## src/rtl/mro_pkg.sv

```systemverilog
package mro_pkg;
  typedef enum logic {
    MODE_SEQ = 1'b0,
    MODE_ARR = 1'b1
  } mode_e;

  // a is older than or equal to b under modular stamps
  function automatic logic stamp_le(input logic [7:0] a, input logic [7:0] b);
    logic [7:0] d;
    d = b - a;
    return ~d[7];
  endfunction
endpackage

```

## src/rtl/mro_seq_table.sv

```systemverilog
module mro_seq_table #(
  parameter int Q     = 8,
  parameter int SEQ_W = 8,
  localparam int IDX_W = $clog2(Q),
  localparam int CNT_W = $clog2(Q + 1)
) (
  input  logic             clk_i,
  input  logic             rst_ni,
  input  logic             alloc_i,
  input  logic             alloc_store_i,
  output logic [SEQ_W-1:0] alloc_seq_o,
  output logic [CNT_W-1:0] cnt_o,
  input  logic             ret_valid_i,
  input  logic [SEQ_W-1:0] ret_seq_i,
  output logic             ret_hit_o,
  input  logic             mark_i,
  input  logic             free_i,
  output logic             head_done_o,
  output logic [SEQ_W-1:0] head_seq_o,
  output logic             head_store_o
);
  logic [SEQ_W-1:0] head_q, tail_q, off;
  logic [CNT_W-1:0] cnt_q;
  logic [Q-1:0]     done_q, store_q;
  logic [IDX_W-1:0] head_idx, tail_idx, ret_idx;

  assign head_idx = head_q[IDX_W-1:0];
  assign tail_idx = tail_q[IDX_W-1:0];
  assign ret_idx  = ret_seq_i[IDX_W-1:0];
  assign off      = ret_seq_i - head_q;

  assign ret_hit_o    = ret_valid_i && (off < SEQ_W'(cnt_q)) && !done_q[ret_idx];
  assign head_done_o  = (cnt_q != '0) && done_q[head_idx];
  assign head_seq_o   = head_q;
  assign head_store_o = store_q[head_idx];
  assign alloc_seq_o  = tail_q;
  assign cnt_o        = cnt_q;

  always_ff @(posedge clk_i or negedge rst_ni) begin
    if (!rst_ni) begin
      head_q  <= '0;
      tail_q  <= '0;
      cnt_q   <= '0;
      done_q  <= '0;
      store_q <= '0;
    end else begin
      if (alloc_i) begin
        done_q[tail_idx]  <= 1'b0;
        store_q[tail_idx] <= alloc_store_i;
        tail_q            <= tail_q + 1'b1;
      end
      if (mark_i) done_q[ret_idx] <= 1'b1;
      if (free_i) head_q <= head_q + 1'b1;
      case ({alloc_i, free_i})
        2'b10:   cnt_q <= cnt_q + 1'b1;
        2'b01:   cnt_q <= cnt_q - 1'b1;
        default: cnt_q <= cnt_q;
      endcase
    end
  end
endmodule

```

## src/rtl/mro_resp_fifo.sv

```systemverilog
module mro_resp_fifo #(
  parameter int Q     = 8,
  parameter int SEQ_W = 8,
  localparam int IDX_W = $clog2(Q),
  localparam int CNT_W = $clog2(Q + 1)
) (
  input  logic             clk_i,
  input  logic             rst_ni,
  input  logic             push_i,
  input  logic [SEQ_W-1:0] push_seq_i,
  input  logic [SEQ_W-1:0] push_stamp_i,
  input  logic             pop_i,
  output logic             empty_o,
  output logic             wr_rdy_o,
  output logic [SEQ_W-1:0] head_seq_o,
  output logic [SEQ_W-1:0] head_stamp_o,
  output logic [CNT_W-1:0] cnt_o
);
  logic [SEQ_W-1:0] seq_mem   [Q];
  logic [SEQ_W-1:0] stamp_mem [Q];
  logic [IDX_W-1:0] wr_q, rd_q;
  logic [CNT_W-1:0] cnt_q;

  assign empty_o      = (cnt_q == '0);
  assign wr_rdy_o     = (cnt_q < CNT_W'(Q));
  assign head_seq_o   = seq_mem[rd_q];
  assign head_stamp_o = stamp_mem[rd_q];
  assign cnt_o        = cnt_q;

  always_ff @(posedge clk_i or negedge rst_ni) begin
    if (!rst_ni) begin
      wr_q  <= '0;
      rd_q  <= '0;
      cnt_q <= '0;
      for (int i = 0; i < Q; i++) begin
        seq_mem[i]   <= '0;
        stamp_mem[i] <= '0;
      end
    end else begin
      if (push_i) begin
        seq_mem[wr_q]   <= push_seq_i;
        stamp_mem[wr_q] <= push_stamp_i;
        wr_q            <= wr_q + 1'b1;
      end
      if (pop_i) rd_q <= rd_q + 1'b1;
      case ({push_i, pop_i})
        2'b10:   cnt_q <= cnt_q + 1'b1;
        2'b01:   cnt_q <= cnt_q - 1'b1;
        default: cnt_q <= cnt_q;
      endcase
    end
  end
endmodule

```

## src/rtl/mem_resp_order.sv

```systemverilog
module mem_resp_order
  import mro_pkg::*;
#(
  parameter int Q     = 8,
  parameter int SEQ_W = 8,
  localparam int CNT_W = $clog2(Q + 1)
) (
  input  logic             clk_i,
  input  logic             rst_ni,
  input  logic             ooo_mode_i,
  output logic             mode_o,
  input  logic             iss_valid_i,
  input  logic             iss_store_i,
  input  logic [CNT_W-1:0] iss_pend_i,
  output logic             iss_ready_o,
  output logic [SEQ_W-1:0] iss_seq_o,
  input  logic             resp_valid_i,
  input  logic [SEQ_W-1:0] resp_seq_i,
  input  logic             resp_store_i,
  output logic             ld_wr_rdy_o,
  output logic             st_wr_rdy_o,
  output logic             err_o,
  output logic             rdy_o,
  output logic [SEQ_W-1:0] rdy_seq_o,
  output logic             rdy_store_o,
  input  logic             pop_i
);
  mode_e            mode_q;
  logic             err_q;
  logic [SEQ_W-1:0] arr_q;
  logic [CNT_W-1:0] tbl_cnt, ld_cnt, st_cnt;
  logic [SEQ_W-1:0] head_seq;
  logic             tbl_hit, head_done, head_store;
  logic             alloc, accept, take, free, all_empty, arr_mode;
  logic             tgt_rdy, pick_ld;

  // index 0 = loads, 1 = stores
  logic [1:0]       f_push, f_pop, f_empty, f_rdy;
  logic [SEQ_W-1:0] f_seq   [2];
  logic [SEQ_W-1:0] f_stamp [2];
  logic [CNT_W-1:0] f_cnt   [2];

  assign arr_mode    = (mode_q == MODE_ARR);
  assign iss_ready_o = ({1'b0, tbl_cnt} + {1'b0, iss_pend_i}) < (CNT_W + 1)'(Q);
  assign alloc       = iss_valid_i && iss_ready_o;

  mro_seq_table #(.Q(Q), .SEQ_W(SEQ_W)) u_tbl (
    .clk_i,
    .rst_ni,
    .alloc_i       (alloc),
    .alloc_store_i (iss_store_i),
    .alloc_seq_o   (iss_seq_o),
    .cnt_o         (tbl_cnt),
    .ret_valid_i   (resp_valid_i),
    .ret_seq_i     (resp_seq_i),
    .ret_hit_o     (tbl_hit),
    .mark_i        (accept),
    .free_i        (free),
    .head_done_o   (head_done),
    .head_seq_o    (head_seq),
    .head_store_o  (head_store)
  );

  assign tgt_rdy = resp_store_i ? f_rdy[1] : f_rdy[0];
  assign accept  = tbl_hit && (!arr_mode || tgt_rdy);

  assign f_push[0] = arr_mode && accept && !resp_store_i;
  assign f_push[1] = arr_mode && accept && resp_store_i;

  for (genvar k = 0; k < 2; k++) begin : g_fifo
    mro_resp_fifo #(.Q(Q), .SEQ_W(SEQ_W)) u_fifo (
      .clk_i,
      .rst_ni,
      .push_i       (f_push[k]),
      .push_seq_i   (resp_seq_i),
      .push_stamp_i (arr_q),
      .pop_i        (f_pop[k]),
      .empty_o      (f_empty[k]),
      .wr_rdy_o     (f_rdy[k]),
      .head_seq_o   (f_seq[k]),
      .head_stamp_o (f_stamp[k]),
      .cnt_o        (f_cnt[k])
    );
  end

  assign ld_cnt      = f_cnt[0];
  assign st_cnt      = f_cnt[1];
  assign ld_wr_rdy_o = f_rdy[0];
  assign st_wr_rdy_o = f_rdy[1];

  assign pick_ld = !f_empty[0] && (f_empty[1] || stamp_le(f_stamp[0], f_stamp[1]));

  always_comb begin
    if (arr_mode) begin
      rdy_o       = !f_empty[0] || !f_empty[1];
      rdy_seq_o   = pick_ld ? f_seq[0] : f_seq[1];
      rdy_store_o = !pick_ld;
    end else begin
      rdy_o       = head_done;
      rdy_seq_o   = head_seq;
      rdy_store_o = head_store;
    end
  end

  assign take     = pop_i && rdy_o;
  assign free     = arr_mode ? head_done : take;
  assign f_pop[0] = arr_mode && take && pick_ld;
  assign f_pop[1] = arr_mode && take && !pick_ld;

  assign all_empty = (tbl_cnt == '0) && f_empty[0] && f_empty[1];
  assign mode_o    = mode_q;
  assign err_o     = err_q;

  always_ff @(posedge clk_i or negedge rst_ni) begin
    if (!rst_ni) begin
      mode_q <= MODE_SEQ;
      err_q  <= 1'b0;
      arr_q  <= '0;
    end else begin
      if (all_empty) mode_q <= mode_e'(ooo_mode_i);
      err_q <= resp_valid_i && !accept;
      if (f_push[0] || f_push[1]) arr_q <= arr_q + 1'b1;
    end
  end
endmodule

```

## config.mk

```make
export PLATFORM = sky130hd
export DESIGN_NAME = mem_resp_order
export DESIGN_NICKNAME = d
export VERILOG_FILES = /design/src/rtl/mro_pkg.sv /design/src/rtl/mro_seq_table.sv /design/src/rtl/mro_resp_fifo.sv /design/src/rtl/mem_resp_order.sv
export SDC_FILE = /design/constraint.sdc
export NUM_CORES = 1
export LEC_CHECK = 0
export BUFFER_PORTS_ARGS = -buffer_cell sky130_fd_sc_hd__buf_2
export CELL_PAD_IN_SITES_DETAIL_PLACEMENT = 1
export CELL_PAD_IN_SITES_GLOBAL_PLACEMENT = 1
export CORE_ASPECT_RATIO = 1.2
export CORE_MARGIN = 5
export CORE_UTILIZATION = 45
export DETAILED_ROUTE_END_ITERATION = 10
export PLACE_DENSITY_LB_ADDON = 0.08
export REMOVE_ABC_BUFFERS = 1
export SLEW_MARGIN = 15
export SYNTH_ARGS = -nofsm -noshare
export SYNTH_HDL_FRONTEND = slang
export SYNTH_HIERARCHICAL = 1
export SYNTH_SLANG_ARGS = --single-unit
```

## constraint.sdc

```tcl
create_clock -name clk_i -period 6.1 [get_ports clk_i]
set_input_delay 0.915 -clock clk_i [delete_from_list [all_inputs] [get_ports clk_i]]
set_output_delay 0.915 -clock clk_i [all_outputs]
set_load 0.005 [all_outputs]
```

==> run summary <==
CP Launch Type -> flop
Compound-Gate Fraction of Synth Area -> 3.09%
Synth Flop Type -> dfrtp_1
htree depth -> 2
Max Clock Freq -> 189 MHz
initial antenna violation count -> 0
Layout Nets -> 1193
first-pass GRT wire length -> 61700 µm
Post-Synth Simple-Gate Area -> 5.47%
Avg Vias per Cell -> 5.68
sum of negative setup slack -> 0 ns
xor/xnor share of the synthesized area -> 2.66%
sequential area share after synthesis -> 50.0%
Die W -> 183 µm
Post-Place Cells -> 1565
worst-margin pin slew -> 0.944 ns
YS warnings -> 6
vias -> 9247
Final WS setup -> 0.801 ns
Final Hold Viols -> 0
pin count of the biggest net entering global routing -> 126
diode count -> 0
final worst-path cycle share -> 86.9%
CTS Hold Buffers Added -> 0
buffer count from post-CTS setup fixing -> 0
Synth area leader -> dfrtp_1
die height -> 217 µm
fillcell total -> 3512
Post-synth top cells -> dfrtp_1, mux2_2, mux4_1, nand2_1, ha_1
post-place instance area -> 16700 µm²
post-CTS sizing -> 0
Slew HR -> 37.0%
Initial Util -> 45.2%
Max Fanout on Critical Path -> 18
adder-cell share of the synthesized area -> 3.04%
Post-synth EDFFs -> 0
unrepaired setup endpoints after global routing -> false
Avg Cell Area, Syn -> 14.9 µm²
CP Capture Type -> output port
drc violations -> 0
Ports -> 43
Lkg Pwr -> 8.97 nW
CTS clk-pin slew, worst paths -> 0.06 ns
Final Max Tran Viols -> 0
status -> finished, final reports clean
final cell count without fillers -> 1629
main area contributors after synthesis -> dfrtp_1, mux2_2, mux4_1
number of port buffers -> 42
Root Buffer -> clkbuf_16
count of cell types in the netlist -> 67
PD cells -> 325 nW/µm²
CTS tree -> built
largest family of logic cells by synthesized area -> multiplexers
Routed Antenna Nets -> 0
fin util -> 50.4%
count leader, synth -> dfrtp_1
Hold Crit Class -> input pin to async pin
Core ar. -> 35700 µm²
Synth top area share -> 50.0%
HPWL after DPL -> 25100 µm
critical path arrival -> 4.38 ns
max-cap violations -> 0
TritonRoute pass-1 iters -> 4
ys async rst share -> 100%
worst skew pair latency -> 0.53 ns
CTS Buf Count -> 36
final instance area -> 18000 µm²
final WL -> 38400 µm
mux share of post-synthesis cell area -> 32.4%
final setup vio count -> 0
drt wl/cell -> 23.6 µm
delay of the slowest critical-path stage -> 0.75 ns
Overall Global Routing Usage -> 19.9%
Place WS -> 0.637 ns
Post-Syn Area -> 16100 µm²
clk_skew -> 0.0150 ns
CP max-delay cell -> dfrtp_2
grt total ovfl -> 0
crit path cell chain -> mux4_1 -> mux2_2 -> ha_1 -> a211oi_1 -> o21bai_1 -> a21oi_1 -> nand4_1 -> a31oi_1 -> buf_2
Area Overhead vs Synth -> 11.6%
1st-iter DRT viols -> 290
share of post-route cells with drive strength above 1 -> 41.4%
FP Rows -> 76
routability cong. -> 0.793
# clock sinks -> 322
maximum vdd drop -> 0.141 mV
Worst Path Required -> 5.18 ns
vias in the first global route -> 10200
clock buffer depth -> 3
Crit Path Category -> flop to output port
die area -> 39700 µm²
synthesized flop and latch total -> 322
Mapped Cells -> 1079
min Tclk post-route -> 5.30 ns
-- critical path: cells and delay by family, from the launching register on --
family | cells | cell delay (ns)
compound gates | 4 | 1.53
mux | 2 | 0.89
flops | 1 | 0.75
fa+ha+maj | 1 | 0.31
simple gates | 1 | 0.19
buf+inv | 1 | 0.18
-- per-stage QoR --
step	hold slack (ns)	power [mW]
final	0.448	5.84
after floorplan	0.450	3.19
after CTS	0.481	5.94
after global routing	0.494	6.15
after detailed placement	0.467	3.65
after global placement	0.458	3.62
-- flip-flops by register name, summed over array words and instances, names as in the netlist --
| register | count |
|---|---|
| arr_q | 8 |
| err_o | 1 |
| g_fifo.u_fifo/cnt_o | 8 |
| g_fifo.u_fifo/rd_q | 6 |
| g_fifo.u_fifo/seq_mem | 128 |
| g_fifo.u_fifo/stamp_mem | 128 |
| g_fifo.u_fifo/wr_q | 6 |
| mode_o | 1 |
| u_tbl/alloc_seq_o | 8 |
| u_tbl/cnt_o | 4 |
| u_tbl/done_q | 8 |
| u_tbl/head_seq_o | 8 |
| u_tbl/store_q | 8 |
-- layer usage --
metal	track usage (%)	routed length [µm]	share of wire [%]
met3	2.93	1070	2.8
met1	26.2	16900	44
met4	5.03	822	2.1
met2	34.6	19600	51
met5	0	0	0
-- power breakdown --
group / internal (mW) / switching [mW] / total [mW] / leakage, nW
Sequential: 2.27 / 0.271 / 2.54 / 4.43
Clock: 1.36 / 0.894 / 2.25 / 0.611
Combinational: 0.505 / 0.539 / 1.04 / 3.93
Total: 4.13 / 1.70 / 5.84 / 8.97
-- placed cells by master (no fill, tap or decap), types with 3 or more instances in the layout --
cell type  synthesis  layout
dfrtp_1          322     320
mux2_2           282     282
mux4_1            43      43
buf_2             14      41
nand2_1           40      40
clkbuf_16          0      37
ha_1              36      36
nor2_1            30      30
xnor2_1           28      28
buf_4              7      28
mux4_2            25      25
inv_1             22      22
xor2_1            21      21
nand4_1           17      17
mux2_1            13      13
o31ai_1           12      12
a31oi_1           10      10
clkbuf_8           3      10
mux2_4            10      10
o21ai_0            9       9
a21oi_1            9       9
nand3_1            8       8
clkinv_2           0       7
nor4_1             6       6
nand4b_2           6       6
nor2b_1            5       5
a211o_1            4       4
and3_1             4       4
o21a_1             4       4
nor3b_4            4       4
o21ai_1            4       4
nand2b_1           3       3
a21o_1             3       3
nor3_2             2       3
and2_1             3       3
bufinv_16          0       3
clkbuf_1          10       3
inv_2              3       3
-- area by class of cell --
cell class                 count  area, µm²  area share, %
multi-input combinational    676       7530           41.9
inverter                      27        101          0.564
timing repair buffer          72        470           2.62
clock inverter                14        158          0.877
tap                          468        586           3.26
sequential                   322       8060           44.8
clock buffer                  50       1070           5.98
-- cell families (layout without fill, tap and decap cells) --
kind of cell / Yosys count / count (layout)
AOI/OAI and AO/OA: 70 / 70
xor gates and xnor gates: 49 / 49
adders and majority gates: 38 / 38
buffers and inverters: 81 / 163
DFF: 322 / 322
muxes: 376 / 376
and+or+nand+nor: 143 / 143
-- final timing paths --
kind | from | endpoint | depth (start not counted) | slack [ns]
max | g_fifo[1].u_fifo/rd_q[0] | rdy_seq_o[6] | 9 | 0.80
min | rst_ni | u_tbl/alloc_seq_o[5] | 1 | 0.45
max reg2reg | u_tbl/head_seq_o[1] | g_fifo[1].u_fifo/cnt_o[2] | 24 | 1.30
min reg2reg | u_tbl/alloc_seq_o[7] | u_tbl/alloc_seq_o[7] | 1 | 0.48
max in group asynchronous | rst_ni | g_fifo[0].u_fifo/stamp_mem[47] | 2 | 4.29
min in group clk_i | u_tbl/alloc_seq_o[7] | u_tbl/alloc_seq_o[7] | 1 | 0.48
Power figures use the tool's default switching activity.
